--- src/rtl/txjab_pkg.sv ---
package txjab_pkg;

    // Controller states of the jabber watchdog.
    typedef enum logic [1:0] {
        JS_IDLE  = 2'd0,   // passing, enable low
        JS_SEND  = 2'd1,   // passing, burst being timed
        JS_CUT   = 2'd2,   // locked out, enable still high
        JS_UNJAB = 2'd3    // locked out, quiet time being timed
    } jab_state_e;

    // Index of each span timer inside the timer array.
    localparam int unsigned TMR_BURST = 0;
    localparam int unsigned TMR_QUIET = 1;
    localparam int unsigned TMR_COUNT = 2;

endpackage

--- src/rtl/txjab_span_ctr.sv ---
// Span timer: loads to one, steps by one, flags the cycle before its limit.
module txjab_span_ctr #(
    parameter int unsigned LIMIT = 8,
    parameter int unsigned WIDTH = 4
) (
    input  logic clk_i,
    input  logic rst_ni,
    input  logic load_i,
    input  logic step_i,
    output logic last_o
);

    localparam logic [WIDTH-1:0] LAST_VAL = WIDTH'(LIMIT - 1);
    localparam logic [WIDTH-1:0] ONE_VAL  = WIDTH'(1);

    logic [WIDTH-1:0] cnt_q;

    always_ff @(posedge clk_i or negedge rst_ni) begin
        if (!rst_ni) begin
            cnt_q <= '0;
        end else if (load_i) begin
            cnt_q <= ONE_VAL;
        end else if (step_i) begin
            cnt_q <= cnt_q + ONE_VAL;
        end
    end

    assign last_o = (cnt_q == LAST_VAL);

endmodule

--- src/rtl/txjab_fsm.sv ---
// Four-state lockout controller.
module txjab_fsm
    import txjab_pkg::*;
(
    input  logic       clk_i,
    input  logic       rst_ni,
    input  logic       mode_i,
    input  logic       tx_i,
    input  logic       burst_last_i,
    input  logic       quiet_last_i,
    output jab_state_e state_o,
    output logic       burst_load_o,
    output logic       burst_step_o,
    output logic       quiet_load_o,
    output logic       quiet_step_o
);

    jab_state_e state_q;
    jab_state_e state_d;

    // State register.
    always_ff @(posedge clk_i or negedge rst_ni) begin
        if (!rst_ni) begin
            state_q <= JS_IDLE;
        end else begin
            state_q <= state_d;
        end
    end

    // Transitions.
    always_comb begin
        state_d = state_q;
        unique case (state_q)
            JS_IDLE: begin
                if (mode_i && tx_i) state_d = JS_SEND;
            end
            JS_SEND: begin
                if (!mode_i || !tx_i)   state_d = JS_IDLE;
                else if (burst_last_i)  state_d = JS_CUT;
            end
            JS_CUT: begin
                if (!mode_i)            state_d = JS_IDLE;
                else if (!tx_i)         state_d = JS_UNJAB;
            end
            JS_UNJAB: begin
                if (!mode_i)            state_d = JS_IDLE;
                else if (tx_i)          state_d = JS_CUT;
                else if (quiet_last_i)  state_d = JS_IDLE;
            end
            default: state_d = JS_IDLE;
        endcase
    end

    // Timer controls.
    always_comb begin
        burst_load_o = 1'b0;
        burst_step_o = 1'b0;
        quiet_load_o = 1'b0;
        quiet_step_o = 1'b0;
        unique case (state_q)
            JS_IDLE:  burst_load_o = mode_i && tx_i;
            JS_SEND:  burst_step_o = mode_i && tx_i && !burst_last_i;
            JS_CUT:   quiet_load_o = mode_i && !tx_i;
            JS_UNJAB: quiet_step_o = mode_i && !tx_i && !quiet_last_i;
            default: ;
        endcase
    end

    assign state_o = state_q;

endmodule

--- src/rtl/txjab_gate.sv ---
// Output stage: gates the driver enable and produces the status flag.
module txjab_gate
    import txjab_pkg::*;
(
    input  logic       mode_i,
    input  logic       tx_i,
    input  jab_state_e state_i,
    output logic       tx_o,
    output logic       flag_o
);

    always_comb begin
        tx_o   = tx_i;
        flag_o = 1'b0;
        if (mode_i) begin
            unique case (state_i)
                JS_IDLE, JS_SEND: begin
                    tx_o   = tx_i;
                    flag_o = 1'b0;
                end
                JS_CUT, JS_UNJAB: begin
                    tx_o   = 1'b0;
                    flag_o = 1'b1;
                end
                default: begin
                    tx_o   = 1'b0;
                    flag_o = 1'b0;
                end
            endcase
        end
    end

endmodule

--- src/rtl/txjab_guard.sv ---
// Transmit jabber watchdog, top level.
module txjab_guard
    import txjab_pkg::*;
#(
    parameter int unsigned ON_LIMIT   = 8_500_000,
    parameter int unsigned IDLE_LIMIT = 50_000_000
) (
    input  logic clk_i,
    input  logic rst_ni,
    input  logic mode_10m_i,
    input  logic tx_en_i,
    output logic tx_en_o,
    output logic jab_flag_o
);

    localparam int unsigned MAX_LIMIT = (ON_LIMIT > IDLE_LIMIT) ? ON_LIMIT : IDLE_LIMIT;
    localparam int unsigned CTR_W     = $clog2(MAX_LIMIT + 1);

    jab_state_e           state;
    logic [TMR_COUNT-1:0] tmr_load;
    logic [TMR_COUNT-1:0] tmr_step;
    logic [TMR_COUNT-1:0] tmr_last;

    txjab_fsm u_fsm (
        .clk_i        (clk_i),
        .rst_ni       (rst_ni),
        .mode_i       (mode_10m_i),
        .tx_i         (tx_en_i),
        .burst_last_i (tmr_last[TMR_BURST]),
        .quiet_last_i (tmr_last[TMR_QUIET]),
        .state_o      (state),
        .burst_load_o (tmr_load[TMR_BURST]),
        .burst_step_o (tmr_step[TMR_BURST]),
        .quiet_load_o (tmr_load[TMR_QUIET]),
        .quiet_step_o (tmr_step[TMR_QUIET])
    );

    for (genvar g = 0; g < TMR_COUNT; g++) begin : g_tmr
        localparam int unsigned LIM = (g == TMR_BURST) ? ON_LIMIT : IDLE_LIMIT;
        txjab_span_ctr #(
            .LIMIT (LIM),
            .WIDTH (CTR_W)
        ) u_ctr (
            .clk_i  (clk_i),
            .rst_ni (rst_ni),
            .load_i (tmr_load[g]),
            .step_i (tmr_step[g]),
            .last_o (tmr_last[g])
        );
    end

    txjab_gate u_gate (
        .mode_i  (mode_10m_i),
        .tx_i    (tx_en_i),
        .state_i (state),
        .tx_o    (tx_en_o),
        .flag_o  (jab_flag_o)
    );

endmodule

--- config.mk ---
export PLATFORM = sky130hd
export DESIGN_NAME = txjab_guard
export DESIGN_NICKNAME = d
export VERILOG_FILES = /design/src/rtl/txjab_pkg.sv /design/src/rtl/txjab_span_ctr.sv /design/src/rtl/txjab_fsm.sv /design/src/rtl/txjab_gate.sv /design/src/rtl/txjab_guard.sv
export SDC_FILE = /design/constraint.sdc
export NUM_CORES = 1
export LEC_CHECK = 0
export BUFFER_PORTS_ARGS = -buffer_cell sky130_fd_sc_hd__buf_2
export CAP_MARGIN = 20
export CORE_ASPECT_RATIO = 1.4
export CORE_MARGIN = 5
export CORE_UTILIZATION = 42
export CTS_BUF_LIST = sky130_fd_sc_hd__clkbuf_4 sky130_fd_sc_hd__clkbuf_8 sky130_fd_sc_hd__clkbuf_16
export DETAILED_ROUTE_END_ITERATION = 6
export GPL_TIMING_DRIVEN = 0
export PLACE_DENSITY = 0.68
export SLEW_MARGIN = 20
export SYNTH_ARGS = -nofsm -noshare
export SYNTH_HDL_FRONTEND = slang
export SYNTH_SLANG_ARGS = --single-unit
export TNS_END_PERCENT = 5
--- constraint.sdc ---
create_clock -name clk_i -period 6.3 [get_ports clk_i]
set_clock_uncertainty 0.05 [all_clocks]
set_input_delay 1.26 -clock clk_i [delete_from_list [all_inputs] [get_ports clk_i]]
set_output_delay 1.26 -clock clk_i [all_outputs]
set_load 0.05 [all_outputs]
== Word level (Yosys, flattened, before mapping) ==
Cells that the tools add are included.

* Flip-flop bits (word level): 54

* $add $sub $neg: 2
* Equality and inequality tests: 9
* Mux-type cells: 21
* Reduce and logical (&&, ||, !) cells: 15

{| class="wikitable"
|+ Operator list
! cell !! number
|-
| $mux 26 || 4
|-
| $add 26x1->26 const B || 2
|-
| $eq 26x24->1 const B || 1
|-
| $eq 26x26->1 const B || 1
|-
| $mux 2 || 8
|-
| $pmux 2 s4 || 1
|-
| $mux 1 || 6
|-
| $eq 2x2->1 const B || 2
|-
| $logic_and 1x1->1 || 4
|-
| $logic_not 1->1 || 4
|-
| $ne 4x3->1 const B || 1
|-
| $pmux 1 s2 || 2
|-
| $reduce_and 4->1 || 1
|-
| $reduce_bool 2->1 || 2
|-
| $reduce_or 2->1 || 2
|-
| $ne 3x1->1 const B || 1
|-
| $ne 3x3->1 const B || 1
|-
| $eq 2x1->1 const B || 1
|-
| $logic_not 2->1 || 1
|-
| $ne 2x1->1 const B || 1
|-
| $logic_or 1x1->1 || 1
|}

== Logic depth before layout (Yosys ltp) ==
Gate-level depths: netlist of run 1.

* Depth in word-level cells: 6
* Depth in mapped cells: 6

== By module ==
From an unflattened synthesis of run 1, not the netlist that was laid out.

* Cell total of the unflattened synthesis: 322
* Area total of the unflattened synthesis: 3055.4 µm²

{| class="wikitable"
|+ Modules (own cells, without submodules)
! module !! instances !! cells each !! area each (µm²) !! seq. area each (µm²)
|-
| txjab_span_ctr (g_tmr[0].u_ctr) || 1 || 153 || 1457.6 || 650.6
|-
| txjab_span_ctr (g_tmr[1].u_ctr) || 1 || 151 || 1438.9 || 650.6
|-
| txjab_fsm || 1 || 16 || 145.1 || 50.0
|-
| txjab_gate || 1 || 2 || 13.8 || 0.0
|}

== Least setup slack after synthesis of run 1 ==
Ideal clock, no wire load.

* Path type: input -> output
* Start point: input port mode_10m_i
* End point: output port tx_en_o
* Data arrival time: 2285 ps
* Data required time: 4990 ps
* Slack: 2705 ps
* Stages: 3
* Cells stage by stage: nand2_1 inv_1 nor2_1

* Longest elaborated chain between the ends: 1

{| class="wikitable"
|+ Ends and longest elaborated chain
! what !! RTL line !! RTL
|-
| from (decl) || txjab_guard.sv:10 || <nowiki>input logic mode_10m_i,</nowiki>
|-
| $mux 1 || txjab_gate.sv:15 || <nowiki>if (mode_i) begin</nowiki>
|-
| to (decl) || txjab_guard.sv:12 || <nowiki>output logic tx_en_o,</nowiki>
|}

No other way between the ends.

== Final worst setup path of run 1 ==
Same ends and word-level chain as after synthesis.

==> summary.md, run 1 <==
| Metric | Value |
|---|---|
| R2r setup slk | 3.92 ns |
| Pin count of the biggest net entering global routing | 55 |
| Static leakage | 0.00134 uW |
| Initial Util | 43.2% |
| Maxcap violations | 0 |
| CTS clk-pin slew, worst paths | 0.10 ns |
| Antenna violations before repair | 0 |
| Maximum fanout along the worst path | 5 |
| Wire per inst | 14.4 um |
| Longest Clk Path Bufs | 2 |
| Routed Antenna Nets | 0 |
| Post-synthesis register bit count | 54 |
| Port Buffer Count | 5 |
| Die ar. | 0.00857 mm^2 |
| Ys async rst share | 100% |
| Design area | 0.00308 mm^2 |
| Worst EP required | 4.99 ns |
| Ys flop type | dfrtp_1 |
| Reg2reg path depth | 6 |
| DR DRC count | 0 |
| Setup Fix Bufs, Post-CTS | 0 |
| Synth warn | 0 |
| Worst hold-check path type | flip-flop to flip-flop |
| CTS tree | done |
| Register area | 0.00135 mm^2 |
| Slew Limit Fails | 0 |
| I/O pin cnt | 6 |
| Relative slew slack | 32.3% |
| Status | completed |
| Die width | 79.7 um |
| Core area | 0.00661 mm^2 |
| Final hold violation count | 0 |
| Total negative slack | 0 ns |
| Area leader, netlist | dfrtp_1 |
| Post-Layout Cell Count | 413 |
| Setup-failing EPs final | 0 |
| RR Startpoint | g_tmr[1].u_ctr.cnt_q[0]$_DFFE_PN0P_ |
| Min-delay src | g_tmr[1].u_ctr.cnt_q[4]$_DFFE_PN0P_ |
| Dpl cells | 406 |
| RR Endpoint | g_tmr[1].u_ctr.cnt_q[3]$_DFFE_PN0P_ |
| Starting DRT DRC Count | 168 |
| Yosys top cell area share | 47.3% |
| Final WL | 5.95 mm |
| Hold Buf Count CTS | 0 |
| Minimum clock period | 3.21 ns |
| EDFF count, synth | 0 |
| Worst setup EP type | primary output |
| FMAX | 312 MHz |
| Vias in the first global route | 2363 |
| Maximum VDD drop | 0.0910 mV |
| Seq/Total Area, Yosys | 47.3% |
| CP startpoint kind | input pin |
| Post-synth net total | 315 |
| Htree depth | 2 |
| Global-route wire length before repair | 10.8 mm |
| Final Power | 565 uW |
| Final #Nets | 327 |
| Fillers | 643 |
| Congestion Overflow GR | 0 |
| Fin crit share | 50.9% |
| Mean Syn Cell Area | 9.24 um^2 |
| Final Wtd Congestion | 0.822 |
| Mapped cell area | 0.00286 mm^2 |
| Site row count | 35 |
| Post-synth cell types | 34 |
| Power Density | 183 mW/mm^2 |
| Clock root cell | clkbuf_8 |
| Share of post-route cells with drive strength above 1 | 6.54% |
| Clock network latency to the later pin of the worst-skew pair | 0.31 ns |
| WHS Path Cells | 1 |
| Synth top area cells | dfrtp_1 (47%), xor2_1 (8.6%), nor2_1 (5.0%), nand3_1 (4.9%), nand2_1 (4.5%) |
| CTS buffer count | 5 |
| Multi-input gate area | 0.00147 mm^2 |
| Unrepaired setup endpoints after global routing | no |
| Pre-CTS WS | 3.10 ns |
| Final worst slack | 3.09 ns |
| Arrival time worst endpoint | 1.90 ns |
| Worst hold endpoint | g_tmr[1].u_ctr.cnt_q[4]$_DFFE_PN0P_ |
| Area delta synth->final | 7.98% |
| Total GRT Usage | 15.7% |
| First-pass DRT Iterations | 4 |
| Cells after Synth | 309 |
| Num Clock Sinks | 54 |
| Ant diodes | 0 |
| CTS resizes | 0 |
| Via Count | 2297 |
| Vias per inst | 5.56 |
| Worst setup path class | input pin to primary output |
| Die height | 108 um |
| Detailed placement HPWL | 4.23 mm |
| Worst-Margin Slew | 1.01 ns |
| Area post-placement | 0.00300 mm^2 |
==> cell type report <==
class	count	area share (%)
timing repair buffer	5	0.893
multi-input combinational	245	47.8
sequential	54	43.8
buffer	5	0.609
clock buffer	5	2.23
tap	92	3.73
inverter	5	0.609
clock inverter	2	0.325
==> sequential cells by signal (all words and copies together), names as in the netlist <==
signal / flops
u_fsm.state_o: 2
g_tmr.u_ctr.cnt_q: 52
==> through the flow <==
stage	utilization (%)	hold slack [ns]
after floorplan	-	0.416
after global placement	45.3	0.439
after detailed placement	45.4	0.449
after CTS	46.6	0.462
after global routing	46.6	0.507
final	46.6	0.460
==> placed cells by master (no fill, tap or decap), drive strengths merged, types with 2 or more instances in the layout <==
cell type,n
dfrtp,54
nor2,38
nand2,34
nand3,28
xor2,28
nand4,20
o21ai,13
a21oi,11
nor3,11
or3,10
or4,10
clkbuf,10
nor4,8
o211ai,6
and3,6
inv,5
mux2i,5
buf,5
and4,4
o21a,3
nand4b,2
ha,2
clkinv,2
==> layer usage <==
layer | vias to the layer above | track usage (%) | share of wire (%)
met5 | - | 0 | 0
met4 | 0 | 5.16 | 1.3
met3 | 5 | 2.85 | 2.6
met2 | 24 | 25.8 | 48
met1 | 1123 | 20.7 | 48
li1 | 1145 | - | -
==> kinds of logic (layout without fill, tap and decap cells) <==
group	Yosys count	after routing	share of synthesized area, %
AND/OR/NAND/NOR	174	174	31.7
flip-flops	54	54	47.3
AO/OA/AOI/OAI	35	35	8.11
XOR/XNOR	29	29	8.90
buffers and inverters	10	22	1.31
multiplexers	5	5	1.75
adder cells (fa/ha/maj)	2	2	0.876
==> how the worst max path moves through the flow <==
stage,start,to,slack (ns),cells past startpoint
5_1_grt,mode_10m_i,tx_en_o,3.03,5
3_3_place_gp,mode_10m_i,tx_en_o,3.11,5
4_1_cts,mode_10m_i,tx_en_o,3.10,5
6_report,mode_10m_i,tx_en_o,3.09,5
2_1_floorplan,mode_10m_i,tx_en_o,2.70,3
3_5_place_dp,mode_10m_i,tx_en_o,3.10,5
==> critical path, cell delays in order <==
cell	delay, ns
buf_2	0.13
nand2_1	0.10
inv_1	0.08
nor2_1	0.08
buf_2	0.26
==> power breakdown <==
part,switching [uW],internal [uW]
clock network,112,75.0
registers,3.98,350
logic,19.1,6.17
total,135,431
==> synth_stat cells (2+ instances only) <==
| cell type | n |
|---|---|
| dfrtp_1 | 54 |
| nor2_1 | 38 |
| nand2_1 | 34 |
| nand3_1 | 28 |
| xor2_1 | 28 |
| nand4_1 | 20 |
| a21oi_1 | 11 |
| nor3_1 | 10 |
| or3_1 | 10 |
| nor4_1 | 8 |
| or4_1 | 8 |
| o21ai_0 | 7 |
| o211ai_1 | 6 |
| and3_1 | 5 |
| clkbuf_1 | 5 |
| inv_1 | 5 |
| mux2i_1 | 5 |
| o21ai_1 | 4 |
| and4_1 | 3 |
| ha_1 | 2 |
| nand4b_1 | 2 |
| o21a_1 | 2 |
| o21ai_4 | 2 |
| or4_4 | 2 |
No activity file was read; power rests on OpenSTA's default activity.
==> run 2, diff against run 1 <==
ABC_AREA = 1   (was not set)
clock period = 3.2 ns   (was 6.3 ns; I/O delays follow)
==> run 2 against run 1 <==
Compared with the run above: area after synthesis is 30% higher; clock power grew to 3.4 times the previous value; final area is 31% higher; combinational power grew to 18 times the previous value; highest routed layer unchanged.
==> summary.md, run 2 <==
| Metric | Value |
|---|---|
| Area delta synth->final | 8.81% |
| Maxcap violations | 0 (unchanged) |
| Worst EP required | 2.51 ns (-2.48 ns) |
| Total GRT Usage | 19.5% (+3.8 points) |
| Worst hold-check path type | input pin to asynchronous set/reset pin |
| Largest family of logic cells by synthesized area | simple AND/OR/NAND/NOR gates |
| Status | completed |
| Yosys top cell area share | 36.3% (-11 points) |
| Max FFs per register | 52 (unchanged) |
| Final Wtd Congestion | 0.920 (+12%) |
| Setup Fix Bufs, Post-CTS | 0 (unchanged) |
| Worst setup path class | flip-flop to primary output |
| Post-synth net total | 579 (+84%) |
| Power Density | 480 mW/mm^2 (+160%) |
| Fillers | 879 (+37%) |
| Vias in the first global route | 3509 (+48%) |
| Fin crit share | 63.0% |
| Mapped cell area | 0.00372 mm^2 (+30%) |
| Slew Limit Fails | 0 (unchanged) |
| Vias per inst | 5.22 (-6.1%) |
| Antenna violations before repair | 0 (unchanged) |
| Post-Layout Cell Count | 691 (+67%) |
| Pre-CTS WS | 1.17 ns (-1.93 ns) |
| Fin Hold WS | 0.336 ns (-0.124 ns) |
| Most frequent cells after synthesis | nand2_1 (205), nor2_1 (107), dfrtp_1 (54) |
| Post-synth cell types | 31 (-8.8%) |
| Reg with most FFs | g_tmr.u_ctr.cnt_q |
| Final WL | 9.95 mm (+67%) |
| Compound-cell area share of the yosys netlist | 7.63% (-0.48 points) |
| Maximum fanout along the worst path | 5 (unchanged) |
| NetSw | 666 uW (+390%) |
| Synth Area in XOR/XNOR | 4.47% (-4.4 points) |
| Wire per inst | 14.4 um (-0.12%) |
| Ant diodes | 0 (unchanged) |
| Worst setup EP type | primary output |
| Worst-Margin Slew | 0.697 ns (-0.310 ns) |
| Cells after Synth | 573 (+85%) |
| CTS buffer count | 5 (unchanged) |
| Worst Path Buf+Inv | 2 (-1) |
| Total negative slack | 0 ns (unchanged) |
| Commonest non-fill, non-tap cells in the layout | nand2_1 (205), nor2_1 (107), dfrtp_1 (54), nand3_1 (45), inv_1 (44) |
| Post-synthesis register bit count | 54 (unchanged) |
| Arrival time worst endpoint | 1.33 ns (-0.57 ns) |
| Hold Buf Count CTS | 0 (unchanged) |
| Detailed placement HPWL | 7.66 mm (+81%) |
| Global-route wire length before repair | 16.5 mm (+52%) |
| Initial Util | 43.2% (+0.062 points) |
| Area leader, netlist | dfrtp_1 |
| Most common cell after layout, fill and taps aside | nand2_1 |
| Core area | 0.00861 mm^2 (+30%) |
| Via Count | 3608 (+57%) |
| I/O pin cnt | 6 (unchanged) |
| Synth Area in Simple Gates | 43.3% (+12 points) |
| Routed Antenna Nets | 0 (unchanged) |
| First-pass DRT Iterations | 4 (unchanged) |
| CTS resizes | 0 (unchanged) |
| Reg power frac | 44.2% (-18 points) |
| CP startpoint kind | flip-flop |
| Gr busiest metal | met2 |
| EDFF count, synth | 0 (unchanged) |
| Dpl cells | 683 (+68%) |
| Count leader, synth | nand2_1 |
| Site row count | 40 (+14%) |
| Mean Syn Cell Area | 6.50 um^2 (-30%) |
| Pin count of the biggest net entering global routing | 55 (unchanged) |
| Minimum clock period | 2.02 ns |
| Starting DRT DRC Count | 203 (+21%) |
| FMAX | 496 MHz |
| CTS tree | done |
| Num Clock Sinks | 54 (unchanged) |
| Relative slew slack | 53.6% (+21 points) |
| Clock network latency to the later pin of the worst-skew pair | 0.30 ns (about the same) |
| Met3 usage | 2.38% (-0.47 points) |
| Ys flop type | dfrtp_1 |
| Longest Clk Path Bufs | 2 (unchanged) |
| Die ar. | 0.0109 mm^2 (+27%) |
| Die width | 89.6 um (+12%) |
| Seq/Total Area, Yosys | 36.3% (-11 points) |
| Port Buffer Count | 5 (unchanged) |
| Maximum VDD drop | 0.352 mV (+290%) |
| Final core occ | 47.0% (+0.43 points) |
| Critical-path cell list | nand2_1 -> inv_1 -> nor2_1 -> buf_2 |
| Clock root cell | clkbuf_16 |
| Static leakage | 0.00177 uW (+32%) |
| Setup-failing EPs final | 0 (unchanged) |
| Met2 Resource Use GR | 35.4% (+9.6 points) |
| M1 GR Usage | 21.2% (+0.53 points) |
| Final #Nets | 591 (+81%) |
| Reg2reg path depth | 12 (+6) |
| DR DRC count | 0 (unchanged) |
| Final worst slack | 1.18 ns (-1.91 ns) |
| Htree depth | 2 (unchanged) |
| CP max stage delay | 0.43 ns (+0.17 ns) |
| Die height | 121 um (+13%) |
| Ys async rst share | 100% (unchanged) |
| Synth top area cells | dfrtp_1 (36%), nand2_1 (21%), nor2_1 (11%), nand3_1 (6.1%), inv_1 (4.4%) |
| Critical path's slowest cell | dfrtp_1 |
| RR Startpoint | g_tmr[0].u_ctr.cnt_q[1]$_DFFE_PN0P_ |
| Internal power | 1280 uW (+200%) |
| RR Endpoint | g_tmr[0].u_ctr.cnt_q[23]$_DFFE_PN0P_ |
| CTS clk-pin slew, worst paths | 0.08 ns (-0.02 ns) |
| Combinational Power Share | 23.2% (+19 points) |
| Final hold violation count | 0 (unchanged) |
| Synth warn | 0 (unchanged) |
| Clock share of power | 32.5% (-0.5 points) |
| Share of post-route cells with drive strength above 1 | 7.51% (+0.97 points) |
| Kind of cell adding the most delay to the critical path | flip-flops |
| Congestion Overflow GR | 0 (unchanged) |
| R2r setup slk | 1.21 ns (-2.71 ns) |
| Unrepaired setup endpoints after global routing | no |
| Mux cell area share after synthesis | 0% (-1.8 points) |
| Adder-Cell Fraction of Synth Area | 0.672% (-0.20 points) |
| Net Sw Frac | 34.3% (+10 points) |
==> run 2: how the worst max path moves through the flow <==
stage	startpoint	to	slack, ns	cells past startpoint
6_report	u_fsm.state_o[1]$_DFFE_PN0P_	tx_en_o	1.18	4
5_1_grt	g_tmr[0].u_ctr.cnt_q[1]$_DFFE_PN0P_	g_tmr[0].u_ctr.cnt_q[23]$_DFFE_PN0P_	1.05	12
4_1_cts	u_fsm.state_o[1]$_DFFE_PN0P_	tx_en_o	1.17	4
3_5_place_dp	tx_en_i	g_tmr[0].u_ctr.cnt_q[23]$_DFFE_PN0P_	1.17	9
3_3_place_gp	tx_en_i	g_tmr[0].u_ctr.cnt_q[23]$_DFFE_PN0P_	1.17	9
2_1_floorplan	mode_10m_i	tx_en_o	0.77	3
==> run 2: per-layer routing <==
layer  wire length, um  part of all wire, %
met1              3900                   39
met2              5370                   54
met3               280                  2.8
met4               395                  4.0
met5                 0                    0
==> run 2: layout make-up <==
cell class                 instances  area [um^2]  share of cell area (%)
multi-input combinational        457         2090                    51.6
sequential                        54         1350                    33.4
inverter                          49          186                    4.60
tap                              105          131                    3.24
clock buffer                       5          125                    3.09
buffer                            13         96.3                    2.38
clock inverter                     3         43.8                    1.08
timing repair buffer               5         27.5                   0.680
==> run 2: stage by stage <==
stage                     total power, uW  instance area, um^2
after detailed placement             1320                 3880
after global routing                 2060                 4050
after CTS                            1960                 4050
after floorplan                      1180                 3720
final                                1940                 4050
after global placement               1320                 3880
==> run 2: worst reg2reg max path, cell delays in order, from the launching register on <==
cell and delay, ns:
dfrtp_1 0.39, ha_1 0.28, nand2_1 0.10, inv_1 0.10, nand2_1 0.06, nor2_1 0.08, nand2_1 0.10, o21ai_2 0.25
nand2_4 0.12, inv_4 0.09, buf_6 0.15, nand2_1 0.06, o21ai_0 0.07
==> run 2: power groups by stage <==
stage,Combinational [uW],Sequential [uW],Clock [uW]
final,452,859,632
after global routing,512,872,677
after CTS,457,856,650
after detailed placement,456,868,0
after global placement,451,867,0
after floorplan,337,844,0
==> run 2: kinds of logic after synthesis <==
family          after synthesis
compound gates               49
xor+xnor                     19
fa+ha+maj                     2
buf+inv                      62
flops                        54
simple gates                387
==> run 3, diff against run 2 <==
clock period = 1.9 ns   (was 3.2 ns; I/O delays follow)
==> run 3 against run 2 <==
Compared with the run above: combinational power is 120% higher; final area is 4.9% higher; register-to-register slack lost 1.1 ns; cell count rose by 2.0%; critical endpoint is now g_tmr[0].u_ctr.cnt_q[23]$_DFFE_PN0P_; largest power group unchanged.
==> summary.md, run 3 (same netlist as run 2, synthesis figures left out) <==
| Metric | Value |
|---|---|
| Most common cell after layout, fill and taps aside | nand2_1 |
| Routed Antenna Nets | 0 (unchanged) |
| Critical path's slowest cell | dfrtp_2 |
| Worst setup EP type | flip-flop |
| RR Endpoint | g_tmr[0].u_ctr.cnt_q[23]$_DFFE_PN0P_ |
| Htree depth | 2 (unchanged) |
| Arrival time worst endpoint | 1.97 ns (+0.64 ns) |
| Ant diodes | 0 (unchanged) |
| Starting DRT DRC Count | 136 (-33%) |
| Initial Util | 43.2% (unchanged) |
| R2r setup slk | 0.10 ns (-1.11 ns) |
| Worst setup path class | flip-flop to flip-flop |
| Fin Hold WS | 0.0814 ns (-0.255 ns) |
| Global-route wire length before repair | 16.9 mm (+2.8%) |
| Share of post-route cells with drive strength above 1 | 11.8% (+4.3 points) |
| Power Density | 802 mW/mm^2 (+67%) |
| Unrepaired setup endpoints after global routing | yes |
| Final Wtd Congestion | 1.01 (+10%) |
| Final core occ | 49.3% (+2.3 points) |
| Minimum clock period | 1.80 ns |
| Worst-Margin Slew | 0.708 ns (+0.0113 ns) |
| NetSw | 1210 uW (+82%) |
| Final hold violation count | 0 (unchanged) |
| Die width | 89.6 um (unchanged) |
| Worst EP required | 2.07 ns (-0.44 ns) |
| CTS tree | done |
| Clock root cell | clkbuf_16 |
| Vias in the first global route | 3598 (+2.5%) |
| Fin crit share | 94.6% |
| Pre-CTS WS | -0.101 ns (-1.27 ns) |
| I/O pin cnt | 6 (unchanged) |
| Max FFs per register | 52 (unchanged) |
| Via Count | 3672 (+1.8%) |
| Setup-failing EPs final | 0 (unchanged) |
| Area delta synth->final | 14.1% |
| Status | completed |
| Dpl cells | 683 (unchanged) |
| Commonest non-fill, non-tap cells in the layout | nand2_1 (204), nor2_1 (101), dfrtp_1 (51), nand3_1 (45), inv_1 (43) |
| Reg power frac | 43.2% (-1.0 points) |
| Antenna violations before repair | 0 (unchanged) |
| Critical-path cell list | ha_4 -> nand2_1 -> inv_2 -> nand2_1 -> nor2_2 -> nand2_2 -> o21ai_4 -> nand2_4 -> inv_6 -> buf_8 -> nand2_1 -> o21ai_1 |
| Die ar. | 0.0109 mm^2 (unchanged) |
| Congestion Overflow GR | 0 (unchanged) |
| Clock share of power | 28.1% (-4.4 points) |
| Core area | 0.00861 mm^2 (unchanged) |
| Maximum fanout along the worst path | 6 (+1) |
| Routed wl met3 | 355 um (+27%) |
| CP startpoint | g_tmr[0].u_ctr.cnt_q[1]$_DFFE_PN0P_ |
| CTS clk-pin slew, worst paths | 0.07 ns (about the same) |
| Hold Buf Count CTS | 0 (unchanged) |
| Top layer in use | met4 |
| FMAX | 556 MHz |
| Maximum VDD drop | 0.556 mV (+58%) |
| Wire per inst | 15.1 um (+4.6%) |
| Final WL | 10.6 mm (+6.7%) |
| Final #Nets | 605 (+2.4%) |
| Final worst slack | 0.103 ns (-1.08 ns) |
| Num Clock Sinks | 54 (unchanged) |
| First-pass DRT Iterations | 5 (+1) |
| Die height | 121 um (unchanged) |
| Reg2reg path depth | 12 (unchanged) |
| Maxcap violations | 0 (unchanged) |
| Combinational Power Share | 28.7% (+5.5 points) |
| Met2 WL | 5.79 mm (+7.8%) |
| Detailed placement HPWL | 7.71 mm (+0.68%) |
| Total GRT Usage | 19.9% (+0.36 points) |
| Net Sw Frac | 35.5% (+1.2 points) |
| Static leakage | 0.00184 uW (+4.0%) |
| Clock network latency to the later pin of the worst-skew pair | 0.30 ns (about the same) |
| CP most frequent cell | nand2_1 |
| Longest Clk Path Bufs | 2 (unchanged) |
| Vias per inst | 5.21 (-0.25%) |
| Total negative slack | 0 ns (unchanged) |
| CP max stage delay | 0.42 ns (about the same) |
| Worst hold-check path type | input pin to asynchronous set/reset pin |
| CP startpoint kind | flip-flop |
| Slew Limit Fails | 0 (unchanged) |
| Relative slew slack | 52.8% (-0.76 points) |
| Port Buffer Count | 5 (unchanged) |
| RR Startpoint | g_tmr[0].u_ctr.cnt_q[1]$_DFFE_PN0P_ |
| CTS buffer count | 5 (unchanged) |
| Internal power | 2200 uW (+72%) |
| Reg with most FFs | g_tmr.u_ctr.cnt_q |
| Pin count of the biggest net entering global routing | 55 (unchanged) |
| Site row count | 40 (unchanged) |
| Met1 WL | 4.04 mm (+3.6%) |
| Post-Layout Cell Count | 705 (+2.0%) |
| DR DRC count | 0 (unchanged) |
==> run 3: cell types whose count changed in the layout (fill, tap and decap cells not counted), sizes merged <==
cell,delta
bufinv,-1
clkbuf,+2
clkinvlp,+1
inv,-1
buf,+13
==> run 3: final cells by class <==
cell class / instances / area (um^2)
Fill cell: 888 / 4360
Multi-Input combinational cell: 457 / 2160
Sequential cell: 54 / 1360
Inverter: 49 / 189
Timing Repair Buffer: 19 / 154
Clock buffer: 6 / 139
Tap cell: 105 / 131
Buffer: 13 / 111
Clock inverter: 2 / 12.5
==> run 3: how the worst max path moves through the flow <==
stage	to	slack [ns]	depth (start not counted)
2_1_floorplan	tx_en_o	0.15	3
3_3_place_gp	g_tmr[1].u_ctr.cnt_q[2]$_DFFE_PN0P_	-0.10	10
3_5_place_dp	g_tmr[1].u_ctr.cnt_q[2]$_DFFE_PN0P_	-0.10	10
4_1_cts	g_tmr[0].u_ctr.cnt_q[23]$_DFFE_PN0P_	0.02	12
5_1_grt	g_tmr[0].u_ctr.cnt_q[16]$_DFFE_PN0P_	-0.01	8
6_report	g_tmr[0].u_ctr.cnt_q[23]$_DFFE_PN0P_	0.10	12
==> run 3: power by group through the flow <==
stage	combinational (uW)	sequential, uW	clock (uW)
finish	977	1470	957
global route	1080	1490	1020
CTS	812	1460	977
detailed placement	777	1460	0
global placement	759	1460	0
floorplan	568	1420	0
==> run 3: repair_timing <==
action / 4_1_cts / 5_1_grt
gates cloned: 0 / 4
buffers inserted: 0 / 10
gates resized for setup: 6 / 23
setup endpoints to repair: 44 / 46
pin swaps: 0 / 7
==> run 3: worst max-delay path, delay by kind of cell, from the launching register on <==
| kind | cells | cell delay, ns |
|---|---|---|
| AOI/OAI and AO/OA | 2 | 0.29 |
| adders and majority gates | 1 | 0.16 |
| and+or+nand+nor | 6 | 0.51 |
| buffers and inverters | 3 | 0.30 |
| DFF | 1 | 0.42 |
==> run 3: stage by stage <==
| stage | instance area [um^2] | power [uW] |
|---|---|---|
| 6_report | 4250 | 3410 |
| 5_1_grt | 4250 | 3590 |
| 4_1_cts | 4070 | 3250 |
| 3_5_place_dp | 3880 | 2240 |
| 3_3_place_gp | 3880 | 2220 |
| 2_1_floorplan | 3720 | 1990 |
==> run 3: routing by layer <==
metal | vias up | track usage [%]
met3 | 39 | 2.65
met1 | 1688 | 21.3
met5 | - | 0
li1 | 1866 | -
met4 | 0 | 9.22
met2 | 79 | 36.9
